<file path="src/rtl/scan_pkg.sv">
`timescale 1ns/1ps
// Shared types and helpers for the scan test sequencer.
package scan_pkg;
    typedef enum logic [2:0] {
        PH_IDLE,
        PH_FILL,
        PH_SHIFT,
        PH_CAPT,
        PH_DONE
    } phase_t;

    // Flush sequence bit at shift step k: 0,0,1,1 repeating.
    function automatic logic flush_bit(input int unsigned k);
        return k[1];
    endfunction
endpackage

</file>
<file path="src/rtl/scan_chain.sv">
`timescale 1ns/1ps
// Chain of N mux-flops. Each flop loads functional data d when se is low.
// When se is high it loads its predecessor, and flop 0 loads si.
// Assumes en gates every update; q holds while en is low.
module scan_chain #(
    parameter int N = 8
) (
    input  logic         clk,
    input  logic         rst_n,
    input  logic         en,
    input  logic         se,
    input  logic         si,
    input  logic [N-1:0] d,
    output logic [N-1:0] q,
    output logic         so
);
    for (genvar i = 0; i < N; i++) begin : g_bit
        logic prev;
        if (i == 0) begin : g_head
            assign prev = si;
        end else begin : g_body
            assign prev = q[i-1];
        end
        // Mux-flop: scan path or functional capture.
        always_ff @(posedge clk) begin
            if (!rst_n)  q[i] <= 1'b0;
            else if (en) q[i] <= se ? prev : d[i];
        end
    end

    assign so = q[N-1];
endmodule

</file>
<file path="src/rtl/scan_cut.sv">
`timescale 1ns/1ps
// Small combinational circuit under test.
// y[i] = s[i+1] & pi[i mod PW] ^ s[i-1], with indices taken modulo N.
module scan_cut #(
    parameter int N  = 8,
    parameter int PW = 4
) (
    input  logic [N-1:0]  s,
    input  logic [PW-1:0] pi,
    output logic [N-1:0]  y
);
    for (genvar i = 0; i < N; i++) begin : g_out
        localparam int NX = (i + 1) % N;
        localparam int PV = (i + N - 1) % N;
        localparam int PI = i % PW;
        assign y[i] = (s[NX] & pi[PI]) ^ s[PV];
    end
endmodule

</file>
<file path="src/rtl/scan_ctrl.sv">
`timescale 1ns/1ps
// Sequencer: fill -> (shift N, capture 1) x P -> final shift N -> done.
// Assumes N >= 4 and P >= 1. The step counter counts shift clocks.
module scan_ctrl
    import scan_pkg::*;
#(
    parameter int N  = 8,
    parameter int P  = 4,
    parameter int CW = $clog2(N),
    parameter int IW = $clog2(P + 1)
) (
    input  logic          clk,
    input  logic          rst_n,
    input  logic          start,
    output phase_t        phase_o,
    output logic [CW-1:0] cnt_o,
    output logic [IW-1:0] pat_idx_o,
    output logic [IW-1:0] unl_idx_o,
    output logic          launch_o
);
    localparam logic [CW-1:0] LAST  = CW'(N - 1);
    localparam logic [IW-1:0] NPAT  = IW'(P);

    phase_t        phase;
    logic [CW-1:0] cnt;
    logic [IW-1:0] pat_idx;
    logic [IW-1:0] unl_idx;

    // A start is taken only when no run is in progress.
    assign launch_o = start && (phase == PH_IDLE || phase == PH_DONE);

    // Phase, step counter and pattern indices.
    always_ff @(posedge clk) begin
        if (!rst_n) begin
            phase   <= PH_IDLE;
            cnt     <= '0;
            pat_idx <= '0;
            unl_idx <= '0;
        end else begin
            case (phase)
                PH_IDLE, PH_DONE: begin
                    if (launch_o) begin
                        phase   <= PH_FILL;
                        cnt     <= '0;
                        pat_idx <= '0;
                        unl_idx <= NPAT;
                    end
                end
                PH_FILL: begin
                    if (cnt == LAST) begin
                        cnt   <= '0;
                        phase <= PH_SHIFT;
                    end else begin
                        cnt <= cnt + 1'b1;
                    end
                end
                PH_SHIFT: begin
                    if (cnt == LAST) begin
                        cnt   <= '0;
                        phase <= (pat_idx < NPAT) ? PH_CAPT : PH_DONE;
                    end else begin
                        cnt <= cnt + 1'b1;
                    end
                end
                PH_CAPT: begin
                    phase   <= PH_SHIFT;
                    unl_idx <= pat_idx;
                    pat_idx <= pat_idx + 1'b1;
                end
                default: phase <= PH_IDLE;
            endcase
        end
    end

    assign phase_o   = phase;
    assign cnt_o     = cnt;
    assign pat_idx_o = pat_idx;
    assign unl_idx_o = unl_idx;
endmodule

</file>
<file path="src/rtl/scan_cmp.sv">
`timescale 1ns/1ps
// Response comparator. It latches the expected response in the capture
// clock and compares the scan-out bit in every shift clock. The first
// mismatch is kept. Index P marks the flush unload.
module scan_cmp
    import scan_pkg::*;
#(
    parameter int N  = 8,
    parameter int P  = 4,
    parameter int CW = $clog2(N),
    parameter int IW = $clog2(P + 1)
) (
    input  logic          clk,
    input  logic          rst_n,
    input  logic          clr,
    input  logic          capt,
    input  logic          shift,
    input  logic [CW-1:0] cnt,
    input  logic [IW-1:0] unl_idx,
    input  logic          so,
    input  logic [N-1:0]  exp_i,
    output logic          fail_o,
    output logic [IW-1:0] fail_idx_o
);
    localparam logic [CW-1:0] LAST = CW'(N - 1);
    localparam logic [IW-1:0] NPAT = IW'(P);

    logic [N-1:0]  exp_q;
    logic [CW-1:0] rev;
    logic          want;
    logic          miss;

    assign rev  = LAST - cnt;
    assign want = (unl_idx == NPAT) ? flush_bit(32'(cnt)) : exp_q[rev];
    assign miss = shift && (so != want);

    // Expected response, taken while the response is captured.
    always_ff @(posedge clk) begin
        if (!rst_n)    exp_q <= '0;
        else if (capt) exp_q <= exp_i;
    end

    // Sticky fail flag and the index of the first failing pattern.
    always_ff @(posedge clk) begin
        if (!rst_n || clr) begin
            fail_o     <= 1'b0;
            fail_idx_o <= '0;
        end else if (miss && !fail_o) begin
            fail_o     <= 1'b1;
            fail_idx_o <= unl_idx;
        end
    end
endmodule

</file>
<file path="src/rtl/scan_seq_top.sv">
`timescale 1ns/1ps
// Scan test sequencer top. The chain wraps the circuit under test, and the
// controller runs flush, load/capture/unload and the final unload. The
// pattern source must show stim_i, pi_i and exp_i for pat_idx_o.
module scan_seq_top
    import scan_pkg::*;
#(
    parameter int CHAIN_LEN = 8,
    parameter int NUM_PAT   = 4,
    parameter int PI_W      = 4,
    localparam int IW       = $clog2(NUM_PAT + 1)
) (
    input  logic                 clk,
    input  logic                 rst_n,
    input  logic                 start,
    input  logic [CHAIN_LEN-1:0] stim_i,
    input  logic [PI_W-1:0]      pi_i,
    input  logic [CHAIN_LEN-1:0] exp_i,
    output logic                 scan_en_o,
    output logic                 scan_out_o,
    output logic [IW-1:0]        pat_idx_o,
    output logic                 done_o,
    output logic                 fail_o,
    output logic [IW-1:0]        fail_idx_o
);
    localparam int CW = $clog2(CHAIN_LEN);
    localparam logic [CW-1:0] LAST = CW'(CHAIN_LEN - 1);
    localparam logic [IW-1:0] NPAT = IW'(NUM_PAT);

    phase_t               phase;
    logic [CW-1:0]        cnt;
    logic [IW-1:0]        pat_idx;
    logic [IW-1:0]        unl_idx;
    logic                 launch;
    logic                 se, en, si, busy;
    logic [CHAIN_LEN-1:0] chain_q, cut_y;
    logic [CW-1:0]        rev;

    scan_ctrl #(.N(CHAIN_LEN), .P(NUM_PAT), .CW(CW), .IW(IW)) u_ctrl (
        .clk(clk), .rst_n(rst_n), .start(start),
        .phase_o(phase), .cnt_o(cnt), .pat_idx_o(pat_idx),
        .unl_idx_o(unl_idx), .launch_o(launch)
    );

    assign se   = (phase == PH_FILL) || (phase == PH_SHIFT);
    assign en   = se || (phase == PH_CAPT);
    assign busy = en;
    assign rev  = LAST - cnt;

    // Scan-in source: the flush sequence, then the stimulus MSB first, then zeros.
    always_comb begin
        if (phase == PH_FILL)     si = flush_bit(32'(cnt));
        else if (pat_idx < NPAT)  si = stim_i[rev];
        else                      si = 1'b0;
    end

    scan_cut #(.N(CHAIN_LEN), .PW(PI_W)) u_cut (
        .s(chain_q), .pi(pi_i), .y(cut_y)
    );

    scan_chain #(.N(CHAIN_LEN)) u_chain (
        .clk(clk), .rst_n(rst_n), .en(en), .se(se), .si(si),
        .d(cut_y), .q(chain_q), .so(scan_out_o)
    );

    scan_cmp #(.N(CHAIN_LEN), .P(NUM_PAT), .CW(CW), .IW(IW)) u_cmp (
        .clk(clk), .rst_n(rst_n), .clr(launch),
        .capt(phase == PH_CAPT), .shift(phase == PH_SHIFT),
        .cnt(cnt), .unl_idx(unl_idx), .so(scan_out_o), .exp_i(exp_i),
        .fail_o(fail_o), .fail_idx_o(fail_idx_o)
    );

    assign scan_en_o = se;
    assign pat_idx_o = pat_idx;
    assign done_o    = (phase == PH_DONE);
endmodule

</file>
<file path="config.mk">
export PLATFORM = sky130hd
export DESIGN_NAME = scan_seq_top
export DESIGN_NICKNAME = d
export VERILOG_FILES = /design/src/rtl/scan_pkg.sv /design/src/rtl/scan_chain.sv /design/src/rtl/scan_cut.sv /design/src/rtl/scan_ctrl.sv /design/src/rtl/scan_cmp.sv /design/src/rtl/scan_seq_top.sv
export SDC_FILE = /design/constraint.sdc
export NUM_CORES = 1
export LEC_CHECK = 0
export BUFFER_PORTS_ARGS = -buffer_cell sky130_fd_sc_hd__buf_2
export CORE_ASPECT_RATIO = 1.25
export CORE_MARGIN = 2
export CORE_UTILIZATION = 44
export CTS_CLUSTER_SIZE = 8
export DETAILED_ROUTE_END_ITERATION = 7
export GPL_ROUTABILITY_DRIVEN = 1
export GPL_TIMING_DRIVEN = 0
export PLACE_DENSITY = 0.66
export SYNTH_ARGS = -nofsm -noshare
export SYNTH_HDL_FRONTEND = slang
export SYNTH_SLANG_ARGS = --single-unit
export TNS_END_PERCENT = 50
</file>
<file path="constraint.sdc">
create_clock -name clk -period 3.53 [get_ports clk]
set_input_delay 0.353 -clock clk [delete_from_list [all_inputs] [get_ports clk]]
set_output_delay 0.353 -clock clk [all_outputs]
set_load 0.01 [all_outputs]
</file>
==> results.ini <==
[detailed_routing]
wire_per_inst_um = 14.0
antenna_left = 0
drc = 0
via_per_inst = 5.54
highest_layer = met4
wl_mm = 3.61
firstDrtPassIters = 4
dr_wl_met2_mm = 1.89
drt_iter0_drc = 68
dr_total_vias = 1424
wirelength_met1_mm = 1.48
wl_met3_um = 178

[floorplan]
fp-row-count = 24
core_um2 = 3510
ioPinCount = 33
die_x_um = 58.5
initial_core_util = 0.465
die_area_um2 = 4220
die_h_um = 72.1

[clock_tree]
cts_tree = yes
cts_buffers = 5
clockBufferDepth = 2
clk_pin_slew_ns = 0.07
root_buffer = clkbuf_8
postCtsSetupBuffers = 0
ctsHoldBuffers = 0
htreeDepth = 2
cts_num_sinks = 32
clock_latency_ns = 0.28
cts_resized = 0

[pwr]
comb_power_share = 0.104
clkPwrFrac = 0.381
p_int_uw = 565
p_per_area_nw_per_um2 = 384
ir_drop_v = 0.000354
switching_share = 0.240
power.net_switching_uw = 178
p_leak_nw = 0.858
pwr-share-seq = 0.515

[layout]
layout.nets = 243
n_antenna_cell = 0
syn2layout_area_growth_pct = 18.5
layout_commonest_cell = buf_2
mostFrequentLayoutCells = 33 x buf_2, 32 x dfxtp_1, 28 x nand2_1, 10 x nor2_1
drive_above_1_share = 0.220

[grt]
grt_pass1_wl_mm = 6.37
grt_max_degree = 11
grtUsageTotal = 0.199
grt_pass1_vias = 1492
grt_antenna_before_repair = 0
overflow = 0

[synthesis]
synthSimpleGateAreaFrac = 0.215
synth_edf_count = 0
synth_xor_area_frac = 0.0483
syn_nets = 204
syn_inst = 178
synth_ff_type = dfxtp_1
ys_seq_area_frac = 0.392
synth-compound-area-share = 0.219
synth_cell_types = 41
muxShareOfSynthArea = 0.0621
synth_area_per_cell_um2 = 9.17
async_reset_ff_frac = 0
netlist_area_um2 = 1630
yosys_warnings = 0
synthAdderAreaFrac = 0.0230
ys_ff_latch = 32
synth_top_family_by_area = compound AO/OA/AOI/OAI gates

[setup_path]
path_class = reg2reg
worstPathRequired_ns = 3.70
cp-end-kind = flip-flop
r2r_setup_slack_ns = 1.40
arrival_ns = 2.30
critical_path.reg2reg.endpoint = u_cmp.fail_idx_o[0]
r2r_cells = 5
crit_path_max_fanout = 6
start_kind = flip-flop
rr_startpoint = u_ctrl.cnt_o[2]

[worst_hold_path]
hold_depth = 3
worstHoldStart = exp_i[0]
min_to = u_cmp.exp_q[0]
min_path_type = in2reg

[sta]
fin_crit_sh = 0.603
slew_headroom = 0.604
rsz0062_at_grt = false
setup_tns_ns = 0
post-route-min-period_ns = 2.13
final-hold-violation-count = 0
skew_ns = 0.00777
drv_slew = 0
fmax_ghz = 0.470
layout_setup_ws_ns = 1.40
worst_pin_slew_ns = 0.590
setup_viol = 0

[place]
hpwl_mm = 2.83
gp_congestion = 0.880
preCtsSetupSlack_ns = 1.40
io_buffers = 32

[run_status]
outcome = completed

[job]
cap_violations = 0

## power groups by stage
| stage | sequential, mW | clock, mW | combinational (mW) |
|---|---|---|---|
| after global routing | 0.384 | 0.309 | 0.0879 |
| after CTS | 0.383 | 0.290 | 0.0780 |
| after global placement | 0.390 | 0 | 0.0752 |
| after floorplan | 0.388 | 0 | 0.0516 |
| after detailed placement | 0.391 | 0 | 0.0776 |
| final | 0.383 | 0.283 | 0.0776 |
## per-layer routing
layer	global-route usage	up-vias
li1	-	718
met5	0	-
met1	0.216	662
met2	0.365	35
met4	0.0646	0
met3	0.0535	9
## cells by family (layout without fill, tap and decap cells)
group	count (synthesis)	count (layout)
AOI/OAI and AO/OA	48	48
xor gates and xnor gates	9	9
adders and majority gates	3	3
buffers and inverters	15	55
DFF	32	32
muxes	4	4
and+or+nand+nor	67	67
## metrics by stage
stage	instances	utilization	power [mW]	instance area, um^2	hold WS, ns
after global placement	249	0.524	0.465	1840	0.448
after detailed placement	249	0.524	0.468	1840	0.454
after floorplan	178	-	0.440	1630	0.433
final	257	0.551	0.743	1930	0.316
after global routing	257	0.551	0.781	1930	0.331
after CTS	257	0.551	0.751	1930	0.314
## Yosys cell counts, drive strengths merged, types with 2 or more instances
cell type,instances,share of area
a31oi,2,0.0077
dfxtp,32,0.39
xnor2,2,0.011
o211ai,7,0.032
nor2b,7,0.027
xor2,7,0.038
nor2,10,0.023
or3,2,0.011
buf,3,0.012
a21oi,6,0.018
o21ai,5,0.015
and3,2,0.0077
ha,3,0.023
a21boi,8,0.037
nor3b,4,0.018
a31o,3,0.016
inv,4,0.0092
and2,3,0.011
nand2,28,0.064
clkbuf,8,0.018
a22oi,5,0.023
mux4,4,0.062
and4,3,0.019
o21a,2,0.0092
o211a,7,0.043
## worst max-delay path, cell delays in order (launching register included)
cell and delay, ns:
dfxtp_1 0.46, mux4_1 0.60, nor3b_1 0.17, o21ai_0 0.36, nand2_1 0.19, a31o_1 0.25
## sequential cells by signal, indices dropped and copies added, names as in the netlist
name                cells
u_ctrl.pat_idx_o        3
u_ctrl.unl_idx_o        3
u_ctrl.phase_o          3
u_chain.so              1
u_cmp.fail_o            1
u_cmp.exp_q             8
u_chain.g_bit.prev      7
u_ctrl.cnt_o            3
u_cmp.fail_idx_o        3
## worst max-delay path by stage
stage | start | end | slack (ns) | cells past startpoint
floorplan | u_ctrl.cnt_o[0] | u_cmp.fail_idx_o[1] | 1.54 | 6
global placement | u_ctrl.cnt_o[2] | u_cmp.fail_idx_o[1] | 1.43 | 5
detailed placement | u_ctrl.cnt_o[2] | u_cmp.fail_idx_o[0] | 1.40 | 5
CTS | u_ctrl.cnt_o[2] | u_cmp.fail_idx_o[0] | 1.38 | 5
global route | u_ctrl.cnt_o[2] | u_cmp.fail_idx_o[0] | 1.28 | 5
finish | u_ctrl.cnt_o[2] | u_cmp.fail_idx_o[0] | 1.40 | 5
## cell type report
class | instances | area, um^2
fillers | 336 | 1580
multi-input cells | 131 | 927
flip-flops and latches | 32 | 641
repair buffers | 32 | 160
clock buffers | 6 | 82.6
plain buffers | 11 | 50.0
well taps | 39 | 48.8
inverters | 4 | 15.0
clock inverters | 2 | 10.0
(Power assumes the default switching activity.)
